--- src/rtl/ccs_pkg.sv ---
package ccs_pkg;
  localparam int SYM_W = 8;
  localparam int MAX_LEN = 4;

  typedef struct packed {
    logic [SYM_W-1:0] data;
    logic             ctrl;
    logic             derr;
  } sym_t;
endpackage

--- src/rtl/ccs_history.sv ---
module ccs_history
  import ccs_pkg::*;
#(
  parameter int DEPTH  = 3,
  parameter int CNT_W  = 16,
  parameter int FILL_W = $clog2(DEPTH + 1)
) (
  input  logic                   clk_i,
  input  logic                   rst_ni,
  input  logic                   shift_i,
  input  sym_t                   sym_i,
  output sym_t [DEPTH-1:0]       hist_o,
  output logic [FILL_W-1:0]      fill_o,
  output logic [CNT_W-1:0]       idx_o
);
  sym_t [DEPTH-1:0]  hist_q;
  logic [FILL_W-1:0] fill_q;
  logic [CNT_W-1:0]  idx_q;

  always_ff @(posedge clk_i or negedge rst_ni) begin
    if (!rst_ni) begin
      hist_q <= '0;
    end else if (shift_i) begin
      hist_q[0] <= sym_i;
      for (int k = 1; k < DEPTH; k++) hist_q[k] <= hist_q[k-1];
    end
  end

  // saturating count of symbols held, gates short-history matches
  always_ff @(posedge clk_i or negedge rst_ni) begin
    if (!rst_ni) begin
      fill_q <= '0;
      idx_q  <= '0;
    end else if (shift_i) begin
      if (fill_q != FILL_W'(DEPTH)) fill_q <= fill_q + 1'b1;
      idx_q <= idx_q + 1'b1;
    end
  end

  assign hist_o = hist_q;
  assign fill_o = fill_q;
  assign idx_o  = idx_q;
endmodule

--- src/rtl/ccs_pos_cmp.sv ---
module ccs_pos_cmp
  import ccs_pkg::*;
(
  input  sym_t             rx_i,
  input  logic [SYM_W-1:0] val_i,
  input  logic             k_i,
  input  logic             inv_i,
  input  logic             dc_i,
  output logic             ok_o
);
  assign ok_o = dc_i | ((rx_i.data == val_i) & (rx_i.ctrl == k_i) & (rx_i.derr == inv_i));
endmodule

--- src/rtl/ccs_seq_cmp.sv ---
module ccs_seq_cmp
  import ccs_pkg::*;
#(
  parameter int LEN_W = $clog2(MAX_LEN + 1)
) (
  input  sym_t [MAX_LEN-1:0]       win_i,
  input  logic [LEN_W-1:0]         len_i,
  input  logic                     avail_i,
  input  logic [MAX_LEN*SYM_W-1:0] val_i,
  input  logic [MAX_LEN-1:0]       k_i,
  input  logic [MAX_LEN-1:0]       inv_i,
  input  logic [MAX_LEN-1:0]       dc_i,
  output logic                     hit_o
);
  sym_t [MAX_LEN-1:0] pos_sym;
  logic [MAX_LEN-1:0] used;
  logic [MAX_LEN-1:0] pos_ok;

  // position p lines up with the symbol of age len-1-p
  always_comb begin
    for (int p = 0; p < MAX_LEN; p++) begin
      used[p]    = int'(len_i) > p;
      pos_sym[p] = '0;
      for (int a = 0; a < MAX_LEN; a++) begin
        if (int'(len_i) - 1 - p == a) pos_sym[p] = win_i[a];
      end
    end
  end

  for (genvar p = 0; p < MAX_LEN; p++) begin : g_pos
    ccs_pos_cmp u_pos (
      .rx_i  (pos_sym[p]),
      .val_i (val_i[p*SYM_W +: SYM_W]),
      .k_i   (k_i[p]),
      .inv_i (inv_i[p]),
      .dc_i  (dc_i[p]),
      .ok_o  (pos_ok[p])
    );
  end

  assign hit_o = avail_i & (&(pos_ok | ~used));
endmodule

--- src/rtl/ccs_matcher.sv ---
module ccs_matcher
  import ccs_pkg::*;
#(
  parameter int NUM_SEQ = 2,
  parameter int CNT_W   = 16,
  parameter int SEQ_W   = (NUM_SEQ > 1) ? $clog2(NUM_SEQ) : 1,
  parameter int SEL_W   = $clog2(NUM_SEQ + 1)
) (
  input  logic                           clk_i,
  input  logic                           rst_ni,
  input  logic                           sym_valid_i,
  input  logic [SYM_W-1:0]               sym_data_i,
  input  logic                           sym_ctrl_i,
  input  logic                           sym_derr_i,
  input  logic [SEL_W-1:0]               cfg_seq_cnt_i,
  input  logic [1:0]                     cfg_len_i,
  input  logic [NUM_SEQ*MAX_LEN*SYM_W-1:0] cfg_val_i,
  input  logic [NUM_SEQ*MAX_LEN-1:0]     cfg_k_i,
  input  logic [NUM_SEQ*MAX_LEN-1:0]     cfg_inv_i,
  input  logic [NUM_SEQ*MAX_LEN-1:0]     cfg_dc_i,
  output logic                           match_o,
  output logic [SEQ_W-1:0]               match_seq_o,
  output logic [CNT_W-1:0]               match_start_o
);
  localparam int DEPTH  = MAX_LEN - 1;
  localparam int FILL_W = $clog2(DEPTH + 1);
  localparam int LEN_W  = $clog2(MAX_LEN + 1);

  sym_t                 cur_sym;
  sym_t [DEPTH-1:0]     hist;
  sym_t [MAX_LEN-1:0]   win;
  logic [FILL_W-1:0]    fill;
  logic [CNT_W-1:0]     idx;
  logic [LEN_W-1:0]     len_n;
  logic                 avail;
  logic [NUM_SEQ-1:0]   hit, hit_en;
  logic                 hit_any;
  logic [SEQ_W-1:0]     hit_idx;

  logic                 match_q;
  logic [SEQ_W-1:0]     seq_q;
  logic [CNT_W-1:0]     start_q;

  assign cur_sym = '{data: sym_data_i, ctrl: sym_ctrl_i, derr: sym_derr_i};

  always_comb begin
    unique case (cfg_len_i)
      2'd0:    len_n = LEN_W'(1);
      2'd1:    len_n = LEN_W'(2);
      default: len_n = LEN_W'(4);
    endcase
  end

  ccs_history #(.DEPTH(DEPTH), .CNT_W(CNT_W), .FILL_W(FILL_W)) u_hist (
    .clk_i   (clk_i),
    .rst_ni  (rst_ni),
    .shift_i (sym_valid_i),
    .sym_i   (cur_sym),
    .hist_o  (hist),
    .fill_o  (fill),
    .idx_o   (idx)
  );

  assign win[0] = cur_sym;
  for (genvar k = 1; k < MAX_LEN; k++) begin : g_win
    assign win[k] = hist[k-1];
  end

  assign avail = int'(fill) >= int'(len_n) - 1;

  for (genvar s = 0; s < NUM_SEQ; s++) begin : g_seq
    ccs_seq_cmp #(.LEN_W(LEN_W)) u_seq (
      .win_i   (win),
      .len_i   (len_n),
      .avail_i (avail),
      .val_i   (cfg_val_i[s*MAX_LEN*SYM_W +: MAX_LEN*SYM_W]),
      .k_i     (cfg_k_i[s*MAX_LEN +: MAX_LEN]),
      .inv_i   (cfg_inv_i[s*MAX_LEN +: MAX_LEN]),
      .dc_i    (cfg_dc_i[s*MAX_LEN +: MAX_LEN]),
      .hit_o   (hit[s])
    );
    assign hit_en[s] = hit[s] & (int'(cfg_seq_cnt_i) > s);
  end

  // lowest index wins
  always_comb begin
    hit_any = 1'b0;
    hit_idx = '0;
    for (int s = NUM_SEQ - 1; s >= 0; s--) begin
      if (hit_en[s]) begin
        hit_any = 1'b1;
        hit_idx = SEQ_W'(s);
      end
    end
  end

  always_ff @(posedge clk_i or negedge rst_ni) begin
    if (!rst_ni) begin
      match_q <= 1'b0;
      seq_q   <= '0;
      start_q <= '0;
    end else begin
      match_q <= sym_valid_i & hit_any;
      if (sym_valid_i & hit_any) begin
        seq_q   <= hit_idx;
        start_q <= idx - CNT_W'(len_n) + 1'b1;
      end
    end
  end

  assign match_o       = match_q;
  assign match_seq_o   = seq_q;
  assign match_start_o = start_q;
endmodule

--- config.mk ---
export PLATFORM = sky130hd
export DESIGN_NAME = ccs_matcher
export DESIGN_NICKNAME = d
export VERILOG_FILES = /design/src/rtl/ccs_pkg.sv /design/src/rtl/ccs_history.sv /design/src/rtl/ccs_pos_cmp.sv /design/src/rtl/ccs_seq_cmp.sv /design/src/rtl/ccs_matcher.sv
export SDC_FILE = /design/constraint.sdc
export NUM_CORES = 1
export LEC_CHECK = 0
export BUFFER_PORTS_ARGS = -buffer_cell sky130_fd_sc_hd__buf_4
export CAP_MARGIN = 10
export CORE_AREA = 2 2 145 147
export DETAILED_ROUTE_END_ITERATION = 16
export DIE_AREA = 0 0 147 149
export GPL_ROUTABILITY_DRIVEN = 0
export GPL_TIMING_DRIVEN = 0
export SLEW_MARGIN = 15
export SYNTH_ARGS = -nofsm -noshare
export SYNTH_HDL_FRONTEND = slang
export SYNTH_HIERARCHICAL = 1
export SYNTH_SLANG_ARGS = --single-unit
--- constraint.sdc ---
create_clock -name clk_i -period 3.7 [get_ports clk_i]
set_clock_uncertainty 0.05 [all_clocks]
set_input_delay 0.74 -clock clk_i [delete_from_list [all_inputs] [get_ports clk_i]]
set_output_delay 0.74 -clock clk_i [all_outputs]
set_load 0.05 [all_outputs]
## Yosys cells after proc, flatten, opt, wreduce, memory -nomap -nowiden

Cells that the tools add are included.

| storage, ports and cells | value |
|---|---|
| bits in registers | 66 |
| bits of input ports | 105 |
| word-level logic and storage cells | 127 |
| output and inout bits | 18 |

| operators by class | value |
|---|---|
| add/sub/neg operators | 8 |
| equal/unequal tests | 38 |
| bitwise gates (word level) | 32 |
| mux-type cells | 20 |
| reduce and logical (&&, ||, !) cells | 8 |
| order comparisons | 7 |

Operators by type and width:

| cell | number |
|---|---|
| equality test 32 x 3 -> 1 bit, second input constant | 8 |
| 2-to-1 mux 10 bit | 16 |
| equality test 32 x 2 -> 1 bit, second input constant | 4 |
| zero test 32 bit | 4 |
| equality test 8 bit | 8 |
| subtractor 32 x 3 -> 32 bit, second input constant | 2 |
| adder 16 x 1 -> 16 bit, second input constant | 2 |
| >= comparator 3 x 32 -> 1 bit | 1 |
| subtractor 32 x 2 -> 32 bit, second input constant | 1 |
| bitwise AND 1 bit | 21 |
| equality test 1 bit | 16 |
| subtractor 16 x 3 -> 16 bit | 1 |
| bitwise OR 1 bit | 8 |
| bitwise OR 4 bit | 2 |
| AND reduction 4 bit | 2 |
| > comparator 3 x 1 -> 1 bit, second input constant | 2 |
| > comparator 3 x 2 -> 1 bit, second input constant | 2 |
| one-hot mux 3 bit (2 select lines) | 1 |
| > comparator 2 x 1 -> 1 bit, second input constant | 2 |
| NOT 4 bit | 1 |
| subtractor 3 x 1 -> 4 bit, second input constant | 1 |
| 2-to-1 mux 1 bit | 3 |
| adder 2 x 1 -> 2 bit, second input constant | 1 |
| equality test 2 x 1 -> 1 bit, second input constant | 1 |
| 3 further kinds | 3 |

## Longest topological paths before layout

Gate-level depths: netlist (run 1).

| depth | value |
|---|---|
| word-level depth | 20 |
| depth in mapped cells | 25 |
| gate-level depth less buffers | 24 |

## Cells and area by module

Netlist (run 1), hierarchy kept.

Modules (own cells, without submodules):

| module | cells an instance | instances | area each (um^2) | sequential area each (um^2) |
|---|---|---|---|---|
| ccs_seq_cmp (g_seq[1].u_seq) | 291 | 1 | 2039.5 | 0.0 |
| ccs_history | 128 | 1 | 1906.8 | 1201.2 |
| ccs_seq_cmp (g_seq[0].u_seq) | 285 | 1 | 1677.9 | 0.0 |
| ccs_matcher | 185 | 1 | 1512.7 | 450.4 |
| ccs_pos_cmp | 13 | 8 | 110.1 | 0.0 |

## Least setup slack after synthesis (run 1)

OpenSTA, ideal clock, no wires.

| timing | value |
|---|---|
| path type | input-to-reg |
| start | input cfg_len_i[1] |
| end | register start_q[14] (netlist: match_start_o[14]) |
| data arrival time | 5100 ps |
| setup time | 86 ps |
| stages on the path | 24 |
| required time | 3564 ps |
| path buffers | 1 |
| setup slack | -1536 ps |
| path through | or2_2 inv_1 inv_1 ha_1 ha_1 ha_1 nand4b_4 o32ai_2 buf_6 nand3_1 a32oi_1 xor2_1 nor4_1 a41o_1 o32ai_1 a21o_1 a211oi_1 o21ai_0 nand2_1 nand2_1 inv_1 nor2_1 a2111o_1 o221ai_2 |

RTL lines:

| item | RTL line | text |
|---|---|---|
| from (decl) | ccs_matcher.sv:16 | `input logic [1:0] cfg_len_i,` |
| to (signal assigned) | ccs_matcher.sv:106 | `start_q <= idx - CNT_W'(len_n) + 1'b1;` |
| to (decl) | ccs_matcher.sv:42 | `logic [CNT_W-1:0] start_q;` |

==> results.tsv, run 1 <==
metric	value	unit
rsz0062_at_grt	yes	
diodes	0	
crit_type	in -> reg	
drtAntennaViolNets	0	
die_x	147	um
synth-edff-count	0	
critPathTopFamily	compound AO/OA/AOI/OAI gates	
critPathCaptureType	flop	
drive_above_1_share	30.6	%
synth_top_family_by_area	compound AO/OA/AOI/OAI gates	
period_share	128	%
wl_per_cell	20.7	um
cp-start-kind	input port	
dr.first_iter.drc_count	925	
cts.sinks	66	
yosys_warnings	6	
synth-xor-area-share	11.8	%
synth_cells	993	
grt_pass1_wl	45000	um
clk_pin_slew	50	ps
grt_start_max_net_pins	67	
hp-class	reg -> reg	
insertion_delay	340	ps
power_density	459	nW/um^2
die_h	149	um
num_rows	53	
syn_avg_cell_area	8.07	um^2
vias	8597	
p_leak	0.00449	uW
cpMaxStageDelayCell	a41o_2	
placed_cells	1390	
synthMuxAreaShare	6.99	%
htree_levels	3	
vias_per_cell	6.00	
cts_made_buffers	9	
core-area	20600	um^2
fin_util	50.0	%
first_pass_iters	7	
yosysSeqAreaShare	20.6	%
async_reset_ff_share	100	%
slew_headroom	42.8	%
fin_crit	4740	ps
clockBufferDepth	2	
root_buffer	clkbuf_16	
wl	29700	um
final_max_slew_viol_count	0	
setup_violations	18	
syn_to_final_growth	28.1	%
worst-path-buf-inv	5	
synthAdderAreaFrac	6.18	%
drv_cap	0	
nNetsFinal	1298	
antenna_found_initial	0	
peakVddDrop	553	uV
final_cells	1434	
grt_overflow	0	
hpwl	20300	um
crit_path_max_fanout	6	
fin_area	10300	um^2
num_io_pins	123	
finalHoldViolCount	0	
gr-usage-all-layers	26.3	%
fillerInstances	1997	
path_common_cell	ha_4	
worstPathRequired	3910	ps
max_freq	211	MHz
synth_compound_area_share	28.5	%
worstMarginPinSlew	859	ps
violations	setup timing	
worst_slack	-1040	ps
place_area	9360	um^2
status	finished, violations left	
ys_types	76	
synthSimpleGateAreaFrac	17.9	%
fin_tns_setup	-16470	ps
start_util	39.0	%
final_common_cell	buf_4	
dieArea	21900	um^2
port-buffer-count	122	
synthesis.area	8020	um^2
drc	0	
first_global_vias	8285	
synth_nets	1137	
ys_ff_latch	66	
worstPathArrival	4950	ps
max_stage_delay	320	ps
p_total	4720	uW
dominantRegCellSynth	dfrtp_1	
cts_tree	done	
layout_common_cells	145 x buf_4, 118 x a21oi_1, 98 x nand2_1, 75 x xor2_1, 66 x dfrtp_1	
-- per-stage QoR --
stage	hold slack, ps	setup WS, ps
global route	461	-1210
detailed placement	414	-1890
global placement	422	-1830
CTS	444	-981
finish	441	-1040
floorplan	394	-900
-- worst register-to-register path, delay by kind of cell, from the launching register on --
kind	cells	cell delay, ps
xor+xnor	1	110
buf+inv	2	230
flops	1	720
compound gates	9	1900
simple gates	4	500
-- path summary, 6_finish.rpt --
| kind | from | end | slack, ps | depth (start not counted) |
|---|---|---|---|---|
| worst max-delay path | cfg_len_i[1] | match_start_o[14]$_DFFE_PN0P_ | -1040 | 25 |
| worst min-delay path | match_start_o[0]$_DFFE_PN0P_ | match_start_o[0]$_DFFE_PN0P_ | 440 | 2 |
| worst max register to register | u_hist/hist_o[6]$_DFFE_PN0P_ | match_start_o[14]$_DFFE_PN0P_ | 100 | 16 |
| worst min register to register | match_start_o[0]$_DFFE_PN0P_ | match_start_o[0]$_DFFE_PN0P_ | 440 | 2 |
| max in group asynchronous | rst_ni | u_hist/hist_o[19]$_DFFE_PN0P_ | 2580 | 1 |
| min in group asynchronous | rst_ni | match_seq_o$_DFFE_PN0P_ | 460 | 1 |
-- cells in the mapped netlist, drive strengths merged (5+ instances only) --
cell type	number	area share [%]
a21oi	119	7.5
nand2	109	5.2
xor2	76	8.3
dfrtp	66	21
inv	59	2.8
buf	53	3.7
nor2	47	2.2
o21ai	42	2.8
a221o	40	5.0
a22oi	40	4.4
ha	38	5.9
mux2	32	4.5
nand3b	32	3.0
xnor2	32	3.5
clkbuf	23	1.3
mux2i	20	2.5
nand3	17	1.1
nor4	17	1.3
nand4	15	1.4
a211o	12	1.4
o2111ai	11	1.2
or2b	11	1.2
a32oi	9	1.1
a41o	8	1.0
a21o	7	0.66
a211oi	5	0.47
nor3	5	0.59
or3	5	0.39
-- registers in the layout (all words and copies together), names as in the netlist --
| register | flops |
|---|---|
| u_hist/hist_o | 30 |
| u_hist/idx_o | 16 |
| match_o | 1 |
| match_start_o | 16 |
| u_hist/fill_o | 2 |
| match_seq_o | 1 |
-- repair_timing --
item,4_1_cts,5_1_grt
setup endpoints to repair,18,18
resized for setup,50,35
buffers inserted,20,4
gates cloned,4,0
pin swaps,31,18
hold buffers,0,0
-- metal layers --
| metal | routed length (um) | GRT usage, % | up-vias |
|---|---|---|---|
| li1 | - | - | 3963 |
| met1 | 12000 | 34.5 | 4065 |
| met2 | 13400 | 41.0 | 455 |
| met3 | 2750 | 5.54 | 114 |
| met4 | 1420 | 13.7 | 0 |
| met5 | 0 | 0 | - |
-- layout make-up --
class                      instances  area [um^2]  share of cell area, %
multi-input combinational        793         6070                   59.1
buffer                            77          478                   4.65
clock inverter                     6         72.6                  0.707
inverter                          59          233                   2.27
timing repair buffer             148         1180                   11.5
clock buffer                      10          239                   2.33
sequential                        66         1650                   16.1
tap                              275          344                   3.35
-- kinds of logic (layout without fill, tap and decap cells) --
kind of cell / Yosys count / count (layout)
compound gates: 319 / 320
simple gates: 273 / 274
buf+inv: 136 / 300
xor+xnor: 108 / 108
flops: 66 / 66
mux: 52 / 52
fa+ha+maj: 39 / 39
-- power breakdown --
part,switching [uW],leakage (uW),internal [uW],total (uW)
Combinational,1500,0.00354,1090,2590
Sequential,341,0.000806,899,1240
Clock,337,0.000150,547,884
Note: power is estimated with default switching activity, not from simulation.
==> inputs of run 2 (changes only) <==
- CORE_AREA: 2 2 145 147 -> 2 2 131 133
- DIE_AREA: 0 0 147 149 -> 0 0 133 135
- GPL_TIMING_DRIVEN: 0 -> not set
- SYNTH_HIERARCHICAL: 1 -> not set
- clock period: 3.7 -> 5.1 ns (I/O delays scaled with it)
==> results.tsv, run 2 <==
metric	value	unit	change
status	completed		was finished, violations left
vias_per_cell	5.70		was 6.00
num_rows	47		was 53
power_density	367	nW/um^2	was 459 nW/um^2
peakVddDrop	346	uV	was 553 uV
gr-usage-all-layers	23.0	%	was 26.3%
synth_nets	889		was 1137
layout_common_cells	132 x buf_4, 66 x dfrtp_1, 58 x nand2_1, 49 x inv_1, 49 x xnor2_1		was 145 x buf_4, 118 x a21oi_1, 98 x nand2_1, 75 x xor2_1, 66 x dfrtp_1
ctsHoldBuffers	0		unchanged
die_h	135	um	was 149 um
start_util	39.9	%	was 39.0%
drc	0		unchanged
diodes	0		unchanged
hp-class	reg -> reg		unchanged
die_x	133	um	was 147 um
worstMarginPinSlew	870	ps	was 859 ps
max_freq	223	MHz	
ys_types	75		was 76
synthesis.area	6540	um^2	was 8020 um^2
reg2reg_from	u_hist.hist_o[13]$_DFFE_PN0P_		was u_hist/hist_o[6]$_DFFE_PN0P_
cts.sinks	66		unchanged
vias	6081		was 8597
fin_tns_setup	0	ps	was -16470 ps
post_cts_buffers	0		was 20
synth_cells	747		was 993
p_switching	1170	uW	was 2170 uW
finalHoldViolCount	0		unchanged
worst-r2r-cell-count	9		was 16
num_io_pins	123		unchanged
drive_above_1_share	24.0	%	was 30.6%
clock_power_share	22.8	%	was 18.7%
critPathCaptureType	flop		unchanged
drtAntennaViolNets	0		unchanged
crit_type	in -> reg		unchanged
crit_path_start	cfg_len_i[1]		unchanged
yosysTopAreaCellShare	25.3	%	was 20.6%
power.share.switching	40.6	%	was 46.1%
pwr-share-seq	28.5	%	was 26.3%
port-buffer-count	122		unchanged
grt_start_max_net_pins	67		unchanged
wl_per_cell	19.4	um	was 20.7 um
synth.most_common_cell	dfrtp_1		was a21oi_1
min_to	u_hist.idx_o[15]$_DFFE_PN0P_		was match_start_o[0]$_DFFE_PN0P_
cts_resized	0		was 50
dieArea	18000	um^2	was 21900 um^2
rsz0062_at_grt	no		was yes
cts_tree	done		unchanged
clockBufferDepth	2		unchanged
combPwrFrac	48.7	%	was 55.0%
ys_ff_latch	66		unchanged
worstHoldStart	u_hist.idx_o[15]$_DFFE_PN0P_		was match_start_o[0]$_DFFE_PN0P_
hpwl	15500	um	was 20300 um
worstPathArrival	4640	ps	was 4950 ps
largest_register_ffs	30		unchanged
grt_overflow	0		unchanged
cts_made_buffers	9		unchanged
synthTopCellsByArea	dfrtp_1 25%, ha_1 6.9%, xnor2_1 6.6%, xor2_1 6.4%, mux2_2 5.7%		was dfrtp_1 21%, xor2_1 8.3%, a21oi_1 7.4%, ha_1 5.9%, a221o_1 5.0%
nNetsFinal	984		was 1298
core-area	16400	um^2	was 20600 um^2
htree_levels	3		unchanged
internal_power	1720	uW	was 2540 uW
fin_crit	4480	ps	
final_max_slew_viol_count	0		unchanged
worst_slack	622	ps	was -1040 ps
clk_pin_slew	60	ps	was 50 ps
yosysSeqAreaShare	25.3	%	was 20.6%
antenna_found_initial	0		unchanged
first_pass_iters	5		was 7
place_area	7570	um^2	was 9360 um^2
p_total	2890	uW	was 4720 uW
dp_slack	356	ps	was -1890 ps
yosysTopAreaCell	dfrtp_1		unchanged
worstPathRequired	5260	ps	was 3910 ps
grt_pass1_wl	32000	um	was 45000 um
min_path_cells	1		was 2
setup_violations	0		was 18
wl	20700	um	was 29700 um
rr_endpoint	match_start_o[0]$_DFFE_PN0P_		was match_start_o[14]$_DFFE_PN0P_
synth-edff-count	0		unchanged
first_global_vias	5847		was 8285
slew_headroom	42.0	%	was 42.8%
dominantRegCellSynth	dfrtp_1		unchanged
cp-start-kind	input port		unchanged
period_share	87.8	%	
final_common_cell	buf_4		unchanged
root_buffer	clkbuf_16		unchanged
regToRegSetupSlack	1730	ps	was 100 ps
syn_to_final_growth	20.6	%	was 28.1%
fin_area	7890	um^2	was 10300 um^2
yosys_warnings	0		was 6
crit_path_max_fanout	25		was 6
synth_common_cells	66 x dfrtp_1, 58 x nand2_1, 49 x inv_1, 49 x xnor2_1, 48 x xor2_1		was 118 x a21oi_1, 106 x nand2_1, 76 x xor2_1
drv_cap	0		unchanged
p_leak	0.00349	uW	was 0.00449 uW
syn_avg_cell_area	8.76	um^2	was 8.07 um^2
insertion_delay	320	ps	was 340 ps
dr.first_iter.drc_count	603		was 925
async_reset_ff_share	100	%	unchanged
-- run 2: worst max path at each step --
| stage | end | slack (ps) | cells past startpoint |
|---|---|---|---|
| 2_1_floorplan | match_start_o[0]$_DFFE_PN0P_ | 480 | 16 |
| 3_3_place_gp | match_start_o[7]$_DFFE_PN0P_ | 420 | 12 |
| 3_5_place_dp | match_start_o[7]$_DFFE_PN0P_ | 360 | 12 |
| 4_1_cts | match_start_o[7]$_DFFE_PN0P_ | 700 | 12 |
| 5_1_grt | match_start_o[11]$_DFFE_PN0P_ | 550 | 12 |
| 6_report | match_start_o[7]$_DFFE_PN0P_ | 620 | 12 |
-- run 2: layer usage --
layer | routed length (um) | GRT usage, %
met1 | 8660 | 29.4
met2 | 9920 | 39.0
met3 | 1510 | 4.28
met4 | 600 | 8.06
met5 | 0 | 0
-- run 2: cell families (layout without fill, tap and decap cells) --
kind of cell	count (synthesis)	count (layout)	share of synthesized area (%)
mux	61	61	10.5
fa+ha+maj	37	37	7.19
compound gates	170	170	19.9
xor+xnor	97	97	13.0
simple gates	219	219	17.6
buf+inv	97	197	6.52
flops	66	66	25.3
-- run 2: metrics by stage --
step	util [%]	cells	hold WS [ps]
after detailed placement	46.1	1051	444
final	48.1	1067	448
after floorplan	-	747	414
after global routing	48.1	1067	475
after CTS	48.1	1067	451
after global placement	46.1	1051	428
-- run 2: worst max-delay path, cell delays in order --
cell and delay [ps]:
buf_4 170, or2_2 330, ha_2 350, or3_1 570, o221ai_1 410, xor2_1 190, nor4_1 70, a311oi_1 470
a21oi_2 110, a32oi_4 230, buf_4 330, mux2_2 370
-- run 2: power groups by stage --
stage	sequential [uW]	combinational, uW	clock, uW
after CTS	824	1410	679
after global routing	846	1550	704
after global placement	831	1400	0
after detailed placement	830	1400	0
final	825	1410	659
after floorplan	922	906	0
-- run 2: final cells by class --
| type | instances | area (um^2) |
|---|---|---|
| Sequential cell | 66 | 1650 |
| Inverter | 49 | 184 |
| Clock buffer | 9 | 225 |
| Fill cell | 1598 | 8520 |
| Timing Repair Buffer | 132 | 991 |
| Multi-Input combinational cell | 584 | 4460 |
| Tap cell | 220 | 275 |
| Clock inverter | 7 | 93.8 |
==> inputs of run 3 (changes only) <==
- clock period: 5.1 -> 5.2 ns (I/O delays scaled with it)
==> results.tsv, run 3 (synthesized netlist as in run 2, its figures left out) <==
metric	value	unit	change
slew_headroom	42.5	%	was 42.0%
vias_per_cell	5.73		was 5.70
worstPathArrival	4910	ps	was 4640 ps
grt_start_max_net_pins	67		unchanged
max_stage_delay	720	ps	was 570 ps
final_max_slew_viol_count	0		unchanged
die_h	135	um	unchanged
rsz0062_at_grt	no		unchanged
insertion_delay	330	ps	was 320 ps
worstPathRequired	5370	ps	was 5260 ps
reg2reg_from	u_hist.hist_o[13]$_DFFE_PN0P_		unchanged
first_global_vias	6069		was 5847
cts_resized	0		unchanged
worstHoldStart	u_hist.idx_o[15]$_DFFE_PN0P_		unchanged
fin_crit	4740	ps	
final_common_cell	buf_4		unchanged
period_share	91.2	%	
hp-class	reg -> reg		unchanged
worst-r2r-cell-count	8		was 9
diodes	0		unchanged
p_leak	0.00349	uW	about the same
p_total	2810	uW	was 2890 uW
cpMaxStageDelayCell	a32oi_4		was or3_1
clockBufferDepth	2		unchanged
rr_endpoint	match_start_o[1]$_DFFE_PN0P_		was match_start_o[0]$_DFFE_PN0P_
wl	20700	um	about the same
cp-start-kind	input port		unchanged
max_freq	211	MHz	
fin_tns_setup	0	ps	unchanged
regToRegSetupSlack	1800	ps	was 1730 ps
htree_levels	3		unchanged
clk_pin_slew	60	ps	about the same
wl_per_cell	19.3	um	was 19.4 um
crit_path_max_fanout	17		was 25
crit_path_start	cfg_len_i[1]		unchanged
num_rows	47		unchanged
core-area	16400	um^2	unchanged
setup_violations	0		unchanged
dr.first_iter.drc_count	576		was 603
fin_util	48.0	%	was 48.1%
dieArea	18000	um^2	unchanged
nNetsFinal	985		was 984
cts.sinks	66		unchanged
dp_slack	117	ps	was 356 ps
worstMarginPinSlew	862	ps	was 870 ps
syn_to_final_growth	20.5	%	was 20.6%
drv_cap	0		unchanged
first_pass_iters	5		unchanged
start_util	39.9	%	unchanged
finalHoldViolCount	0		unchanged
fin_area	7880	um^2	was 7890 um^2
gr-usage-all-layers	23.4	%	was 23.0%
place_area	7570	um^2	about the same
num_io_pins	123		unchanged
worst_slack	459	ps	was 622 ps
power_density	357	nW/um^2	was 367 nW/um^2
grt_pass1_wl	33000	um	was 32000 um
antenna_found_initial	0		unchanged
die_x	133	um	unchanged
root_buffer	clkbuf_16		unchanged
post_cts_buffers	0		unchanged
ctsHoldBuffers	0		unchanged
cts_tree	done		unchanged
crit_chain	buf_4 > nand2b_1 > ha_1 > or3_1 > o21ai_0 > a2bb2oi_1 > xnor2_1 > nor4_1 > a311o_1 > a32oi_4 > mux2_2		was buf_4 > or2_2 > ha_2 > or3_1 > o221ai_1 > xor2_1 > nor4_1 > a311oi_1 > a21oi_2 > a32oi_4 > buf_4 > mux2_2
critPathCaptureType	flop		unchanged
peakVddDrop	325	uV	was 346 uV
layout_common_cells	133 x buf_4, 66 x dfrtp_1, 58 x nand2_1, 49 x inv_1, 49 x xnor2_1		was 132 x buf_4, 66 x dfrtp_1, 58 x nand2_1, 49 x inv_1, 49 x xnor2_1
status	completed		unchanged
cts_made_buffers	9		unchanged
min_to	u_hist.idx_o[15]$_DFFE_PN0P_		unchanged
largest_register_ffs	30		unchanged
hpwl	15400	um	was 15500 um
min_path_cells	1		unchanged
drtAntennaViolNets	0		unchanged
drc	0		unchanged
grt_overflow	0		unchanged
crit_type	in -> reg		unchanged
vias	6121		was 6081
drive_above_1_share	23.9	%	was 24.0%
port-buffer-count	122		unchanged
[run 3: per-stage QoR]
step | hold WS (ps) | std cells
after floorplan | 414 | 747
after global placement | 427 | 1052
after detailed placement | 443 | 1052
after CTS | 455 | 1068
after global routing | 467 | 1068
final | 455 | 1068
[run 3: worst max-delay path by stage]
stage	depth (start not counted)	end	slack, ps
floorplan	16	match_start_o[0]$_DFFE_PN0P_	560
global placement	11	match_start_o[7]$_DFFE_PN0P_	230
detailed placement	11	match_start_o[8]$_DFFE_PN0P_	120
CTS	11	match_start_o[7]$_DFFE_PN0P_	440
global route	11	match_start_o[8]$_DFFE_PN0P_	170
finish	11	match_start_o[7]$_DFFE_PN0P_	460
[run 3: worst max-delay path, delay by kind of cell]
kind                       cells  cell delay, ps
muxes                          1             410
buffers and inverters          1             120
xor gates and xnor gates       1             160
AOI/OAI and AO/OA              4            1690
adders and majority gates      1             520
and+or+nand+nor                3             950
[run 3: where the power goes]
group,switching [uW],leakage [uW],internal [uW]
Sequential,173,0.000799,637
Clock,220,0.000145,396
Combinational,753,0.00254,631
Total,1150,0.00349,1660
[run 3: final cells by class]
| type | count | area (um^2) |
|---|---|---|
| sequential | 66 | 1650 |
| clock inverter | 4 | 50.0 |
| timing repair buffer | 133 | 998 |
| multi-input combinational | 584 | 4460 |
| fill | 1590 | 8530 |
| inverter | 49 | 184 |
| tap | 220 | 275 |
| clock buffer | 12 | 256 |
[run 3: layer usage]
layer	track usage (%)	wire length [um]	part of all wire [%]	vias to the layer above
met1	30.0	8680	42	2881
met4	8.84	774	3.7	0
met2	38.7	9470	46	284
met5	0	0	0	-
met3	5.37	1740	8.4	57
li1	-	-	-	2899
